## config.mk

```make
export PLATFORM = sky130hd
export DESIGN_NAME = dual_slope_seq
export DESIGN_NICKNAME = d
export VERILOG_FILES = /design/src/rtl/dsq_pkg.sv /design/src/rtl/dsq_prescale.sv /design/src/rtl/dsq_ctrl.sv /design/src/rtl/dsq_datapath.sv /design/src/rtl/dual_slope_seq.sv
export SDC_FILE = /design/constraint.sdc
export NUM_CORES = 1
export LEC_CHECK = 0
export ABC_AREA = 1
export ABC_CLOCK_PERIOD_IN_PS = 2650
export BUFFER_PORTS_ARGS = -buffer_cell sky130_fd_sc_hd__buf_2
export CORE_MARGIN = 5
export CORE_UTILIZATION = 50
export CTS_CLUSTER_SIZE = 28
export DETAILED_ROUTE_END_ITERATION = 10
export PLACE_DENSITY_LB_ADDON = 0.05
export SLEW_MARGIN = 20
export SYNTH_ARGS = -nofsm -noshare
export SYNTH_HDL_FRONTEND = slang
export SYNTH_SLANG_ARGS = --single-unit
```

## constraint.sdc

```tcl
create_clock -name clk -period 2.65 [get_ports clk]
set_clock_uncertainty 0.2 [all_clocks]
set_input_delay 0.265 -clock clk [delete_from_list [all_inputs] [get_ports clk]]
set_output_delay 0.265 -clock clk [all_outputs]
set_load 0.02 [all_outputs]
```

## src/rtl/dsq_pkg.sv

```systemverilog
package dsq_pkg;

  typedef enum logic [1:0] {
    PH_AZ  = 2'd0,
    PH_INT = 2'd1,
    PH_DE  = 2'd2
  } phase_e;

  // strobes from control to the count/result datapath, valid on a tick
  typedef struct packed {
    logic clr;    // zero the running count (entering de-integrate)
    logic inc;    // advance the running count by one
    logic latch;  // copy count and flags to the result latch
    logic over;   // de-integrate ended without a crossing
    logic neg;    // sampled input sign is negative
  } dp_strobe_t;

endpackage

```

## src/rtl/dsq_prescale.sv

```systemverilog
module dsq_prescale #(
  parameter int DIV = 4
) (
  input  logic clk,
  input  logic rst,
  output logic tick
);

  localparam int PW = (DIV > 1) ? $clog2(DIV) : 1;
  localparam logic [PW-1:0] LAST = PW'(DIV - 1);

  logic [PW-1:0] divCnt;

  always_ff @(posedge clk) begin
    if (rst)                 divCnt <= '0;
    else if (divCnt == LAST) divCnt <= '0;
    else                     divCnt <= divCnt + 1'b1;
  end

  assign tick = (divCnt == LAST);

endmodule

```

## src/rtl/dsq_ctrl.sv

```systemverilog
module dsq_ctrl
  import dsq_pkg::*;
#(
  parameter int INT_TICKS   = 1000,
  parameter int FRAME_TICKS = 4000,
  parameter int DE_MAX      = 2000
) (
  input  logic       clk,
  input  logic       rst,
  input  logic       tick,
  input  logic       cmpIn,
  output phase_e     phase,
  output logic       polPos,
  output dp_strobe_t strb
);

  localparam int CW = $clog2(FRAME_TICKS);
  localparam logic [CW-1:0] AZ_LAST  = CW'(FRAME_TICKS - INT_TICKS - 1);
  localparam logic [CW-1:0] INT_LAST = CW'(INT_TICKS - 1);
  localparam logic [CW-1:0] DE_LAST  = CW'(DE_MAX - 1);

  logic [CW-1:0] phCnt;
  logic          crossed;
  logic          deDone;

  assign crossed = (cmpIn != polPos);
  assign deDone  = crossed || (phCnt == DE_LAST);

  // the count runs on through de-integrate into auto-zero, so auto-zero
  // absorbs exactly the ticks de-integrate did not use
  always_ff @(posedge clk) begin
    if (rst) begin
      phase  <= PH_AZ;
      phCnt  <= '0;
      polPos <= 1'b1;
    end else if (tick) begin
      unique case (phase)
        PH_AZ: begin
          if (phCnt == AZ_LAST) begin
            phase <= PH_INT;
            phCnt <= '0;
          end else begin
            phCnt <= phCnt + 1'b1;
          end
        end
        PH_INT: begin
          if (phCnt == INT_LAST) begin
            phase  <= PH_DE;
            phCnt  <= '0;
            polPos <= cmpIn;
          end else begin
            phCnt <= phCnt + 1'b1;
          end
        end
        default: begin
          if (deDone) phase <= PH_AZ;
          phCnt <= phCnt + 1'b1;
        end
      endcase
    end
  end

  always_comb begin
    strb.clr   = tick && (phase == PH_INT) && (phCnt == INT_LAST);
    strb.inc   = tick && (phase == PH_DE) && !deDone;
    strb.latch = tick && (phase == PH_DE) && deDone;
    strb.over  = !crossed;
    strb.neg   = !polPos;
  end

endmodule

```

## src/rtl/dsq_datapath.sv

```systemverilog
module dsq_datapath
  import dsq_pkg::*;
#(
  parameter int NDEC = 3
) (
  input  logic              clk,
  input  logic              rst,
  input  dp_strobe_t        strb,
  output logic [4*NDEC-1:0] rdDigits,
  output logic              rdThou,
  output logic              rdNeg,
  output logic              rdOver
);

  logic [4*NDEC-1:0] cntBcd;
  logic [NDEC:0]     carry;
  logic              cntThou;

  always_comb begin
    carry[0] = strb.inc;
    for (int i = 0; i < NDEC; i++)
      carry[i+1] = carry[i] && (cntBcd[4*i +: 4] == 4'd9);
  end

  for (genvar g = 0; g < NDEC; g++) begin : g_dec
    logic [3:0] dig;
    always_ff @(posedge clk) begin
      if (rst || strb.clr) dig <= '0;
      else if (carry[g])   dig <= (dig == 4'd9) ? 4'd0 : dig + 4'd1;
    end
    assign cntBcd[4*g +: 4] = dig;
  end

  always_ff @(posedge clk) begin
    if (rst || strb.clr)   cntThou <= 1'b0;
    else if (carry[NDEC])  cntThou <= 1'b1;
  end

  always_ff @(posedge clk) begin
    if (rst) begin
      rdDigits <= '0;
      rdThou   <= 1'b0;
      rdNeg    <= 1'b0;
      rdOver   <= 1'b0;
    end else if (strb.latch) begin
      rdDigits <= cntBcd;
      rdThou   <= cntThou;
      rdNeg    <= strb.neg;
      rdOver   <= strb.over;
    end
  end

endmodule

```

## src/rtl/dual_slope_seq.sv

```systemverilog
module dual_slope_seq
  import dsq_pkg::*;
#(
  parameter int OSC_DIV     = 4,
  parameter int INT_TICKS   = 1000,
  parameter int FRAME_TICKS = 4000,
  parameter int DE_MAX      = 2000,
  parameter int NDEC        = 3
) (
  input  logic              clk,
  input  logic              rst,
  input  logic              cmpIn,
  output logic              convTick,
  output logic              phAz,
  output logic              phInt,
  output logic              phDePos,
  output logic              phDeNeg,
  output logic [4*NDEC-1:0] rdDigits,
  output logic              rdThou,
  output logic              rdNeg,
  output logic              rdOver
);

  phase_e     phase;
  logic       polPos;
  dp_strobe_t strb;

  dsq_prescale #(.DIV(OSC_DIV)) u_pre (
    .clk (clk),
    .rst (rst),
    .tick(convTick)
  );

  dsq_ctrl #(
    .INT_TICKS  (INT_TICKS),
    .FRAME_TICKS(FRAME_TICKS),
    .DE_MAX     (DE_MAX)
  ) u_ctrl (
    .clk   (clk),
    .rst   (rst),
    .tick  (convTick),
    .cmpIn (cmpIn),
    .phase (phase),
    .polPos(polPos),
    .strb  (strb)
  );

  dsq_datapath #(.NDEC(NDEC)) u_dp (
    .clk     (clk),
    .rst     (rst),
    .strb    (strb),
    .rdDigits(rdDigits),
    .rdThou  (rdThou),
    .rdNeg   (rdNeg),
    .rdOver  (rdOver)
  );

  assign phAz    = (phase == PH_AZ);
  assign phInt   = (phase == PH_INT);
  assign phDePos = (phase == PH_DE) && polPos;
  assign phDeNeg = (phase == PH_DE) && !polPos;

endmodule

```

==> results of run 1 <==
==> cells in the final DEF, fill, tap and decap left out, types with 2 or more instances in the layout <==
master	instances
a21oi_1	16
a21oi_2	14
buf_2	22
buf_4	2
bufinv_16	2
clkbuf_8	5
dfxtp_1	45
ha_1	2
inv_1	38
inv_2	3
nand2_1	44
nand2_2	2
nand3_1	19
nand4_1	4
nor2_1	35
nor2_2	2
nor2_4	2
nor3_1	7
o21ai_0	20
o21ai_1	13
xor2_1	7
==> where the power goes <==
group	internal, W	switching [W]	total (W)
clock network	0.000374	0.000227	0.000601
logic	0.0000125	0.0000293	0.0000418
registers	0.000681	0.00000260	0.000683
total	0.00107	0.000259	0.00133
==> critical path: stages, from the launching register on <==
cell and delay [ns]:
dfxtp_1 0.38, ha_1 0.19, nand2_1 0.12, nor2_2 0.22
nand3_4 0.14, a21oi_4 0.13, buf_4 0.36, o21ai_1 0.12
a21oi_2 0.10
==> path summary, 6_finish.rpt <==
check | startpoint | end | slack, ns | cells past startpoint
setup / recovery | u_ctrl.phCnt[0]$_SDFFE_PP0N_ | u_dp.rdDigits[11]$_SDFFE_PP0P_ | 0.63 | 8
hold / removal | cmpIn | u_ctrl.polPos$_SDFFE_PP1P_ | 0.07 | 3
setup reg to reg | u_ctrl.phCnt[0]$_SDFFE_PP0N_ | u_dp.rdDigits[11]$_SDFFE_PP0P_ | 0.63 | 8
hold reg to reg | u_pre.divCnt[0]$_SDFF_PP0_ | u_pre.divCnt[0]$_SDFF_PP0_ | 0.22 | 1
==> registers in the layout, summed over array words and instances (netlist names) <==
name            flops
u_pre.divCnt        2
u_dp.rdThou         1
u_dp.rdNeg          1
u_ctrl.polPos       1
u_dp.cntThou        1
u_dp.rdDigits      12
u_ctrl.phCnt       12
u_dp.rdOver         1
u_dp.g_dec.dig     12
u_ctrl.phase        2
==> synthesized netlist by cell type, drive strengths merged, types with 3 or more instances <==
cell   number  area share [%]
nor2       40             8.5
buf         3             2.1
nor3        8             2.0
nand3      21             5.6
xor2        7             2.8
dfxtp      45              41
a21oi      31             9.9
o21ai      34             7.9
nand2      46             8.1
nand4       5             1.7
inv        41             7.0
==> layout make-up <==
cell class | instances | area, um2
fillers | 422 | 1840
multi-input cells | 199 | 1100
flip-flops and latches | 45 | 901
inverters | 41 | 154
repair buffers | 25 | 135
clock buffers | 5 | 68.8
clock inverters | 3 | 65.1
well taps | 52 | 65.1
==> routing by layer <==
| metal | track usage [%] | part of all wire, % | vias up |
|---|---|---|---|
| li1 | - | - | 995 |
| met5 | 0 | 0 | - |
| met1 | 22.5 | 49 | 822 |
| met3 | 4.02 | 3.4 | 7 |
| met2 | 26.0 | 46 | 39 |
| met4 | 6.29 | 1.9 | 0 |
==> what timing repair did <==
| action | 4_1_cts | 5_1_grt |
|---|---|---|
| endpoints found under the setup margin | 0 | 0 |
| hold endpoints to repair | 2 | 0 |
| hold buffers | 1 | 0 |
| gates resized for setup | 0 | 0 |
| buffers inserted | 0 | 0 |
==> cell families after synthesis <==
family          share of synthesized area [%]
xor+xnor                                 3.52
buf+inv                                  9.42
flops                                    40.9
compound gates                           18.8
fa+ha+maj                                1.13
simple gates                             26.2
==> metrics by stage <==
stage | setup WS (ns) | util [%] | hold slack, ns
floorplan | 0.792 | - | 0.137
global placement | 0.651 | 54.1 | 0.206
detailed placement | 0.630 | 54.1 | 0.216
CTS | 0.611 | 57.5 | 0.0598
global route | 0.423 | 57.5 | 0.0805
finish | 0.633 | 57.5 | 0.0689
==> impl_metrics.env, run 1 <==
export IMPL_outcome="finished, final reports clean"
export IMPL_slew_limit_headroom_pct=73.9
export IMPL_grt_max_degree=30
export IMPL_hold_wc_path_type="in -> reg"
export IMPL_clkTransAtPathRegs_ns=0.08
export IMPL_avgSynthCellArea_um2=7.60
export IMPL_globalRoute_totalOverflow=0
export IMPL_dieHeight_um=76.4
export IMPL_p_per_area_nw_per_um2=534
export IMPL_drive_above_1_share_pct=20.1
export IMPL_fin_tns_setup_ns=0
export IMPL_finalHoldViolCount=0
export IMPL_fmax_mhz=496
export IMPL_data_required_critical_path_ns=2.68
export IMPL_htree_levels=2
export IMPL_critPathArrivalTime_ns=2.05
export IMPL_io_pins=23
export IMPL_finalSetupViolCount=0
export IMPL_clock_root_buffer="clkbuf_8"
export IMPL_cts_tree="yes"
export IMPL_worstSetupPathType="reg -> reg"
export IMPL_ant_nets=0
export IMPL_postSynth_asyncResetShare_pct=0
export IMPL_maximum_clock_path_buffer_count=2
export IMPL_antenna_found_initial=0
export IMPL_report_final_slew_viol_count=0
export IMPL_seq_area_frac_synth_pct=40.9
export IMPL_track_usage_pct=16.8
export IMPL_route_vias_total=1863
export IMPL_instances_no_fill=370
export IMPL_post_route_drc_count=0
export IMPL_gp_routability_congestion=0.862
export IMPL_postSynthCellCount=290
export IMPL_synth_cell_types=33
export IMPL_tightest_slew_ns=0.389
export IMPL_num_antenna_cells=0
export IMPL_die_width_um=76.4
export IMPL_p_leak_nw=1.02
export IMPL_maxCapViolations=0
export IMPL_finish_net_count=322
export IMPL_start_util_pct=51.0
export IMPL_ir_worst_vdd_mv=0.330
export IMPL_dpl_instance_area_um2=2340
export IMPL_worstSetupEndpointType="register"
export IMPL_stdcell_area_um2=2480
export IMPL_drt_pre_antenna_iters=5
export IMPL_flip_flop_and_latch_count_after_synthesis=45
export IMPL_cts_buffers_inserted=5
export IMPL_worstSkewPairLatency_ns=0.30
export IMPL_routed_wirelength_um=4400
export IMPL_yosys_most_used_dff="dfxtp_1"
export IMPL_numClockSinks=45
export IMPL_critical_path_max_fanout=29
export IMPL_final_min_clock_period_ns=2.02
export IMPL_syn_num_nets=295
export IMPL_routed_wire_length_per_instance_um=11.9
export IMPL_synth_enable_flop_cells=0
export IMPL_power_w=0.00133
export IMPL_grt_first_pass_wirelength_um=8270
export IMPL_ys_warnings=0
export IMPL_post_dp_hpwl_um=3310
export IMPL_grt_pass1_vias=1794
export IMPL_via_per_inst=5.04
export IMPL_fp_coreArea_um2=4320
export IMPL_worst_setup_path_start_kind="register"
export IMPL_placedCellCount=361
export IMPL_die_area_um2=5840
export IMPL_netlist_area_um2=2200
export IMPL_dr_first_iter_drc_count=98
export IMPL_area_delta_synth_final_pct=12.7
export IMPL_std_cell_rows=24
export IMPL_finalCritPeriodShare_pct=76.1
export IMPL_rsz0062_at_grt="no"
export IMPL_port_buffer_count=22
Note: power is estimated with default switching activity, not from simulation.
==> inputs of run 2 (changes only) <==
Settings changed: ABC_AREA 1 to 0, ABC_CLOCK_PERIOD_IN_PS 2650 to 2100.
Clock period 2.65 ns to 2.1 ns, I/O delays scaled along.
==> run 2 against run 1 <==
Against the previous run:
- setup slack got worse by 0.53 ns
- sequential share of layout area down 4.1 points
- critical path depth decreased by 3
- sequential power increased by 26%
- highest routed layer unchanged
==> impl_metrics.env, run 2 <==
export IMPL_cts_tree="yes"
export IMPL_p_leak_nw=1.05
export IMPL_worstSkewPairLatency_ns=0.30
export IMPL_htree_levels=2
export IMPL_stdcell_area_um2=2800
export IMPL_finalHoldViolCount=0
export IMPL_yosysMostFrequentCell="dfxtp_1"
export IMPL_finish_net_count=310
export IMPL_rr_worst_depth=5
export IMPL_hold_start="cmpIn"
export IMPL_final_cell_mix="45 x dfxtp_1, 34 x nand2b_1, 27 x buf_4"
export IMPL_fin_tns_setup_ns=0
export IMPL_drive_above_1_share_pct=22.0
export IMPL_ant_nets=0
export IMPL_dpl_instance_area_um2=2670
export IMPL_power_w=0.00157
export IMPL_yosys_top_cells_count="45 x dfxtp_1, 34 x nand2b_1, 14 x mux2i_1, 14 x nand2_1, 14 x nor3_1"
export IMPL_outcome="finished, final reports clean"
export IMPL_hold_wc_path_type="in -> reg"
export IMPL_holdPathStages=4
export IMPL_grt_first_pass_wirelength_um=9130
export IMPL_top_area_cell_type_share_of_the_netlist_area_pct=39.1
export IMPL_numClockSinks=45
export IMPL_worst_hold_slack_ns=0.105
export IMPL_maximum_clock_path_buffer_count=2
export IMPL_port_buffer_count=22
export IMPL_postSynth_asyncResetShare_pct=0
export IMPL_post_dp_hpwl_um=3710
export IMPL_seq_area_frac_synth_pct=39.1
export IMPL_critPathArrivalTime_ns=2.03
export IMPL_worstSetupPathType="reg -> reg"
export IMPL_yosys_most_used_dff="dfxtp_1"
export IMPL_flip_flop_and_latch_count_after_synthesis=45
export IMPL_globalRoute_totalOverflow=0
export IMPL_postSynthCellCount=262
export IMPL_p_per_area_nw_per_um2=562
export IMPL_synth_cell_types=45
export IMPL_ys_warnings=0
export IMPL_crit_path_max_incr_delay_ns=0.47
export IMPL_critical_path_max_fanout=6
export IMPL_post_route_util_pct=63.4
export IMPL_worst_setup_path_start_kind="register"
export IMPL_synth_largest_area_cell="dfxtp_1"
export IMPL_syn_num_nets=267
export IMPL_std_cell_rows=24
export IMPL_rsz0062_at_grt="no"
export IMPL_report_final_slew_viol_count=0
export IMPL_netlist_area_um2=2300
export IMPL_worst_r2r_endpoint="u_dp.g_dec[1].dig[3]$_SDFFE_PP0N_"
export IMPL_dieHeight_um=77.9
export IMPL_via_per_inst=5.71
export IMPL_die_area_um2=6070
export IMPL_area_delta_synth_final_pct=21.5
export IMPL_dr_first_iter_drc_count=121
export IMPL_post_route_drc_count=0
export IMPL_finalCritPeriodShare_pct=95.3
export IMPL_antenna_found_initial=0
export IMPL_rrSetupSlack_ns=0.1
export IMPL_leading_cell_type_in_the_layout_fill_and_taps_excluded="dfxtp_1"
export IMPL_worst_hold_path_endpoint="u_ctrl.phase[1]$_SDFFE_PP0P_"
export IMPL_grt_pass1_vias=1907
export IMPL_clkTransAtPathRegs_ns=0.09
export IMPL_start_util_pct=52.2
export IMPL_clock_root_buffer="clkbuf_8"
export IMPL_crit_chain="ha_2, nand4b_1, or3_4, or4_1, a31oi_1"
export IMPL_routed_wire_length_per_instance_um=14.5
export IMPL_final_min_clock_period_ns=2.00
export IMPL_routed_wirelength_um=5190
export IMPL_tightest_slew_ns=0.528
export IMPL_fillCellCount=399
export IMPL_fmax_mhz=500
export IMPL_slew_limit_headroom_pct=64.8
export IMPL_num_antenna_cells=0
export IMPL_maxCapViolations=0
export IMPL_avgSynthCellArea_um2=8.80
export IMPL_crit_reg2reg_launch="u_pre.divCnt[0]$_SDFF_PP0_"
export IMPL_track_usage_pct=18.2
export IMPL_fp_coreArea_um2=4410
export IMPL_drt_pre_antenna_iters=4
export IMPL_grt_max_degree=38
export IMPL_netlist_top_cells_area="dfxtp_1 39%, nand2b_1 9.2%, mux2i_1 6.1%"
export IMPL_gp_routability_congestion=0.750
export IMPL_data_required_critical_path_ns=2.13
export IMPL_synth_enable_flop_cells=0
export IMPL_route_vias_total=2039
export IMPL_cp_slowest_cell="or4_1"
export IMPL_die_width_um=77.9
export IMPL_biggestRegsByFlops="u_ctrl.phCnt x12, u_dp.g_dec.dig x12, u_dp.rdDigits x12"
export IMPL_worstSetupEndpointType="register"
export IMPL_finalSetupViolCount=0
export IMPL_cts_buffers_inserted=5
export IMPL_io_pins=23
export IMPL_ir_worst_vdd_mv=0.364
==> run 2: changes by cell type in the layout (fill, tap and decap cells not counted), sizes merged, moves of 22 or more <==
cell / before / now
nand2b: 0 / 34
o21ai: 34 / 7
inv: 41 / 7
nor2: 40 / 9
buf: 24 / 52
nand2: 46 / 14
a21oi: 31 / 9
==> run 2: cell type report <==
cell class              instances  area, um2  share of cell area, %
repair buffers                 53        383                   13.7
clock inverters                 2       35.0                   1.25
flip-flops and latches         45        901                   32.2
inverters                       7       26.3                  0.938
clock buffers                   5       68.8                   2.46
well taps                      52       65.1                   2.32
multi-input cells             193       1320                   47.2
==> run 2: worst max-delay path: cells and delay by family (launching register included) <==
kind,cells,cell delay [ns]
AND/OR/NAND/NOR,3,1.02
AO/OA/AOI/OAI,1,0.16
flip-flops,1,0.35
adder cells (fa/ha/maj),1,0.20
==> run 2: layer usage <==
| layer | routed length (um) | vias to the layer above | share of wire, % | track usage, % |
|---|---|---|---|---|
| met1 | 2520 | 949 | 49 | 24.6 |
| met3 | 266 | 8 | 5.1 | 4.05 |
| met5 | 0 | - | 0 | 0 |
| met4 | 76 | 0 | 1.5 | 5.07 |
| li1 | - | 1035 | - | - |
| met2 | 2330 | 47 | 45 | 29.3 |
==> run 2: repair_timing <==
item                                   4_1_cts  5_1_grt
buffers inserted                             0        0
endpoints found under the hold margin        1        0
setup endpoints to repair                    0       11
gates resized for setup                      0        4
hold buffers                                 1        0
==> run 2: worst max-delay path by stage <==
stage | to | slack, ns | depth (start not counted) | from
after floorplan | u_dp.g_dec[1].dig[3]$_SDFFE_PP0N_ | 0.03 | 6 | u_pre.divCnt[0]$_SDFF_PP0_
after global placement | u_dp.g_dec[1].dig[3]$_SDFFE_PP0N_ | 0.05 | 5 | u_ctrl.phCnt[0]$_SDFFE_PP0N_
after detailed placement | u_dp.g_dec[1].dig[3]$_SDFFE_PP0N_ | 0.03 | 5 | u_ctrl.phCnt[0]$_SDFFE_PP0N_
after CTS | u_dp.g_dec[1].dig[3]$_SDFFE_PP0N_ | 0.007 | 5 | u_ctrl.phCnt[0]$_SDFFE_PP0N_
after global routing | u_dp.g_dec[1].dig[3]$_SDFFE_PP0N_ | 0.04 | 5 | u_pre.divCnt[0]$_SDFF_PP0_
final | u_dp.g_dec[1].dig[3]$_SDFFE_PP0N_ | 0.1 | 5 | u_pre.divCnt[0]$_SDFF_PP0_
==> run 2: per-stage QoR <==
| step | setup slack, ns | cells |
|---|---|---|
| after detailed placement | 0.0253 | 349 |
| final | 0.0987 | 357 |
| after floorplan | 0.0298 | 262 |
| after CTS | 0.00694 | 357 |
| after global routing | 0.0376 | 357 |
| after global placement | 0.0477 | 349 |
==> run 2: logic make-up (layout without fill, tap and decap cells) <==
group	after synthesis	after routing	share of synthesized area, %
DFF	45	45	39.1
buffers and inverters	24	67	4.23
muxes	14	14	6.08
AOI/OAI and AO/OA	39	39	11.2
xor gates and xnor gates	12	12	4.56
and+or+nand+nor	126	126	33.7
adders and majority gates	2	2	1.09
==> run 2: where the power goes <==
| group | switching (W) | internal, W |
|---|---|---|
| clock | 0.000299 | 0.000346 |
| sequential | 0.00000393 | 0.000859 |
| combinational | 0.0000355 | 0.0000314 |
| total | 0.000338 | 0.00124 |
==> inputs of run 3 (changes only) <==
Settings changed: ABC_CLOCK_PERIOD_IN_PS 2100 to 1700, CORE_UTILIZATION 50 to 45.
Clock period 2.1 ns to 1.7 ns, I/O delays scaled along.
==> run 3 against run 2 <==
Against the previous run:
- the flow now finishes with violations (setup timing)
- cell area grew 17%
- utilization increased by 1.3 points
- non-clock buffer count grew 30
- critical path depth rose by 1
- maximum frequency up 6.7%
- sequential power up 24%
- worst hold slack worse by 0.0040 ns
- flip-flop and latch count unchanged
- critical path type unchanged
- largest power group unchanged
==> impl_metrics.env, run 3 (same netlist as run 2, synthesis figures left out) <==
export IMPL_outcome="finished with violations"
export IMPL_failed_checks="setup timing"
export IMPL_worstSetupPathType="reg -> reg"
export IMPL_tightest_slew_ns=0.381
export IMPL_worst_setup_path_start_kind="register"
export IMPL_post_dp_hpwl_um=3850
export IMPL_final_cell_mix="49 x buf_4, 35 x dfxtp_1, 33 x nand2b_1"
export IMPL_clkTransAtPathRegs_ns=0.09
export IMPL_hold_wc_path_type="in -> reg"
export IMPL_drive_above_1_share_pct=38.1
export IMPL_io_pins=23
export IMPL_port_buffer_count=22
export IMPL_worst_hold_path_endpoint="u_ctrl.phase[1]$_SDFFE_PP0P_"
export IMPL_slew_limit_headroom_pct=74.6
export IMPL_worstSkewPairLatency_ns=0.29
export IMPL_ant_nets=0
export IMPL_finalWorstSetupSlack_ns=-0.176
export IMPL_report_final_slew_viol_count=0
export IMPL_ir_worst_vdd_mv=0.352
export IMPL_worst_r2r_endpoint="u_dp.g_dec[0].dig[2]$_SDFFE_PP0N_"
export IMPL_finalHoldViolCount=0
export IMPL_cts_buffers_inserted=5
export IMPL_crit_reg2reg_launch="u_ctrl.phCnt[1]$_SDFFE_PP0N_"
export IMPL_instances_no_fill=406
export IMPL_holdPathStages=2
export IMPL_finish_net_count=340
export IMPL_num_antenna_cells=0
export IMPL_finalSetupViolCount=33
export IMPL_rrSetupSlack_ns=-0.18
export IMPL_gp_routability_congestion=0.768
export IMPL_die_area_um2=6650
export IMPL_grt_pass1_vias=2125
export IMPL_dieHeight_um=81.6
export IMPL_data_required_critical_path_ns=1.73
export IMPL_placedCellCount=387
export IMPL_grt_first_pass_wirelength_um=9710
export IMPL_hold_start="rst"
export IMPL_fin_tns_setup_ns=-1.93
export IMPL_final_min_clock_period_ns=1.88
export IMPL_rsz0062_at_grt="yes"
export IMPL_fmax_mhz=533
export IMPL_maximum_clock_path_buffer_count=2
export IMPL_via_per_inst=5.25
export IMPL_p_per_area_nw_per_um2=615
export IMPL_routed_wirelength_um=5700
export IMPL_drt_pre_antenna_iters=4
export IMPL_maxCapViolations=0
export IMPL_start_util_pct=45.7
export IMPL_cts_tree="yes"
export IMPL_dr_first_iter_drc_count=78
export IMPL_biggestRegsByFlops="u_ctrl.phCnt x12, u_dp.g_dec.dig x12, u_dp.rdDigits x12"
export IMPL_leading_cell_type_in_the_layout_fill_and_taps_excluded="buf_4"
export IMPL_finalCritPeriodShare_pct=110
export IMPL_die_width_um=81.6
export IMPL_antenna_found_initial=0
export IMPL_area_delta_synth_final_pct=41.7
export IMPL_globalRoute_totalOverflow=0
export IMPL_grt_max_degree=23
export IMPL_critPathArrivalTime_ns=1.90
export IMPL_route_vias_total=2131
export IMPL_worstSetupEndpointType="register"
export IMPL_fillCellCount=447
export IMPL_numClockSinks=45
export IMPL_routed_wire_length_per_instance_um=14.0
export IMPL_std_cell_rows=26
export IMPL_post_route_drc_count=0
export IMPL_clock_root_buffer="clkbuf_8"
export IMPL_p_leak_nw=1.23
export IMPL_cp_startpoint="u_ctrl.phCnt[1]$_SDFFE_PP0N_"
export IMPL_fp_coreArea_um2=5040
export IMPL_track_usage_pct=18.4
export IMPL_critical_path_max_fanout=6
export IMPL_rr_worst_depth=6
export IMPL_htree_levels=2
run 3: final cells by class:
class / instances / area, um2 / area share (%)
Inverter: 7 / 26.3 / 0.805
Clock buffer: 7 / 86.3 / 2.64
Tap cell: 70 / 87.6 / 2.68
Timing Repair Buffer: 83 / 639 / 19.6
Multi-Input combinational cell: 193 / 1480 / 45.3
Sequential cell: 45 / 916 / 28.0
Clock inverter: 1 / 30.0 / 0.920
run 3: through the flow:
stage | setup WS [ns] | area [um2] | hold WS [ns] | util, % | total power, W
6_report | -0.176 | 3270 | 0.101 | 64.8 | 0.00201
3_5_place_dp | -0.209 | 2920 | 0.224 | 57.9 | 0.00119
4_1_cts | -0.159 | 3130 | 0.0956 | 62.1 | 0.00203
3_3_place_gp | -0.175 | 2920 | 0.221 | 57.9 | 0.00119
2_1_floorplan | -0.145 | 2430 | 0.0942 | - | 0.00115
5_1_grt | -0.269 | 3270 | 0.124 | 64.8 | 0.00210
run 3: critical path, stage by stage (launching register included):
cell	delay (ns)
dfxtp_2	0.34
ha_4	0.15
and2_4	0.15
and4_4	0.19
buf_6	0.13
or4_1	0.51
a21oi_1	0.14
run 3: routing by layer:
metal | wire length (um) | global-route usage (%) | share of wire [%]
met5 | 0 | 0 | 0
met4 | 27 | 4.05 | 0.47
met3 | 147 | 3.29 | 2.6
met2 | 2930 | 34.0 | 51
met1 | 2600 | 21.9 | 46
run 3: how the worst max path moves through the flow:
stage / endpoint / slack [ns] / cells past startpoint
after global routing: u_dp.g_dec[2].dig[0]$_SDFFE_PP0P_ / -0.27 / 6
after CTS: u_dp.g_dec[1].dig[3]$_SDFFE_PP0N_ / -0.16 / 5
after floorplan: u_dp.g_dec[1].dig[3]$_SDFFE_PP0N_ / -0.14 / 6
after global placement: u_dp.g_dec[0].dig[2]$_SDFFE_PP0N_ / -0.18 / 6
after detailed placement: u_dp.g_dec[0].dig[1]$_SDFFE_PP0N_ / -0.21 / 6
final: u_dp.g_dec[0].dig[2]$_SDFFE_PP0N_ / -0.18 / 6
run 3: where the power goes:
part | internal, W | switching, W
registers | 0.00106 | 0.00000686
clock network | 0.000480 | 0.000354
logic | 0.0000552 | 0.0000525
total | 0.00160 | 0.000414
run 3: repair_timing:
action	4_1_cts	5_1_grt
hold buffers	1	0
setup buffers	4	5
endpoints found under the hold margin	1	0
gates resized for setup	13	25
endpoints found under the setup margin	36	42
cloned	1	0
pin swaps	5	16
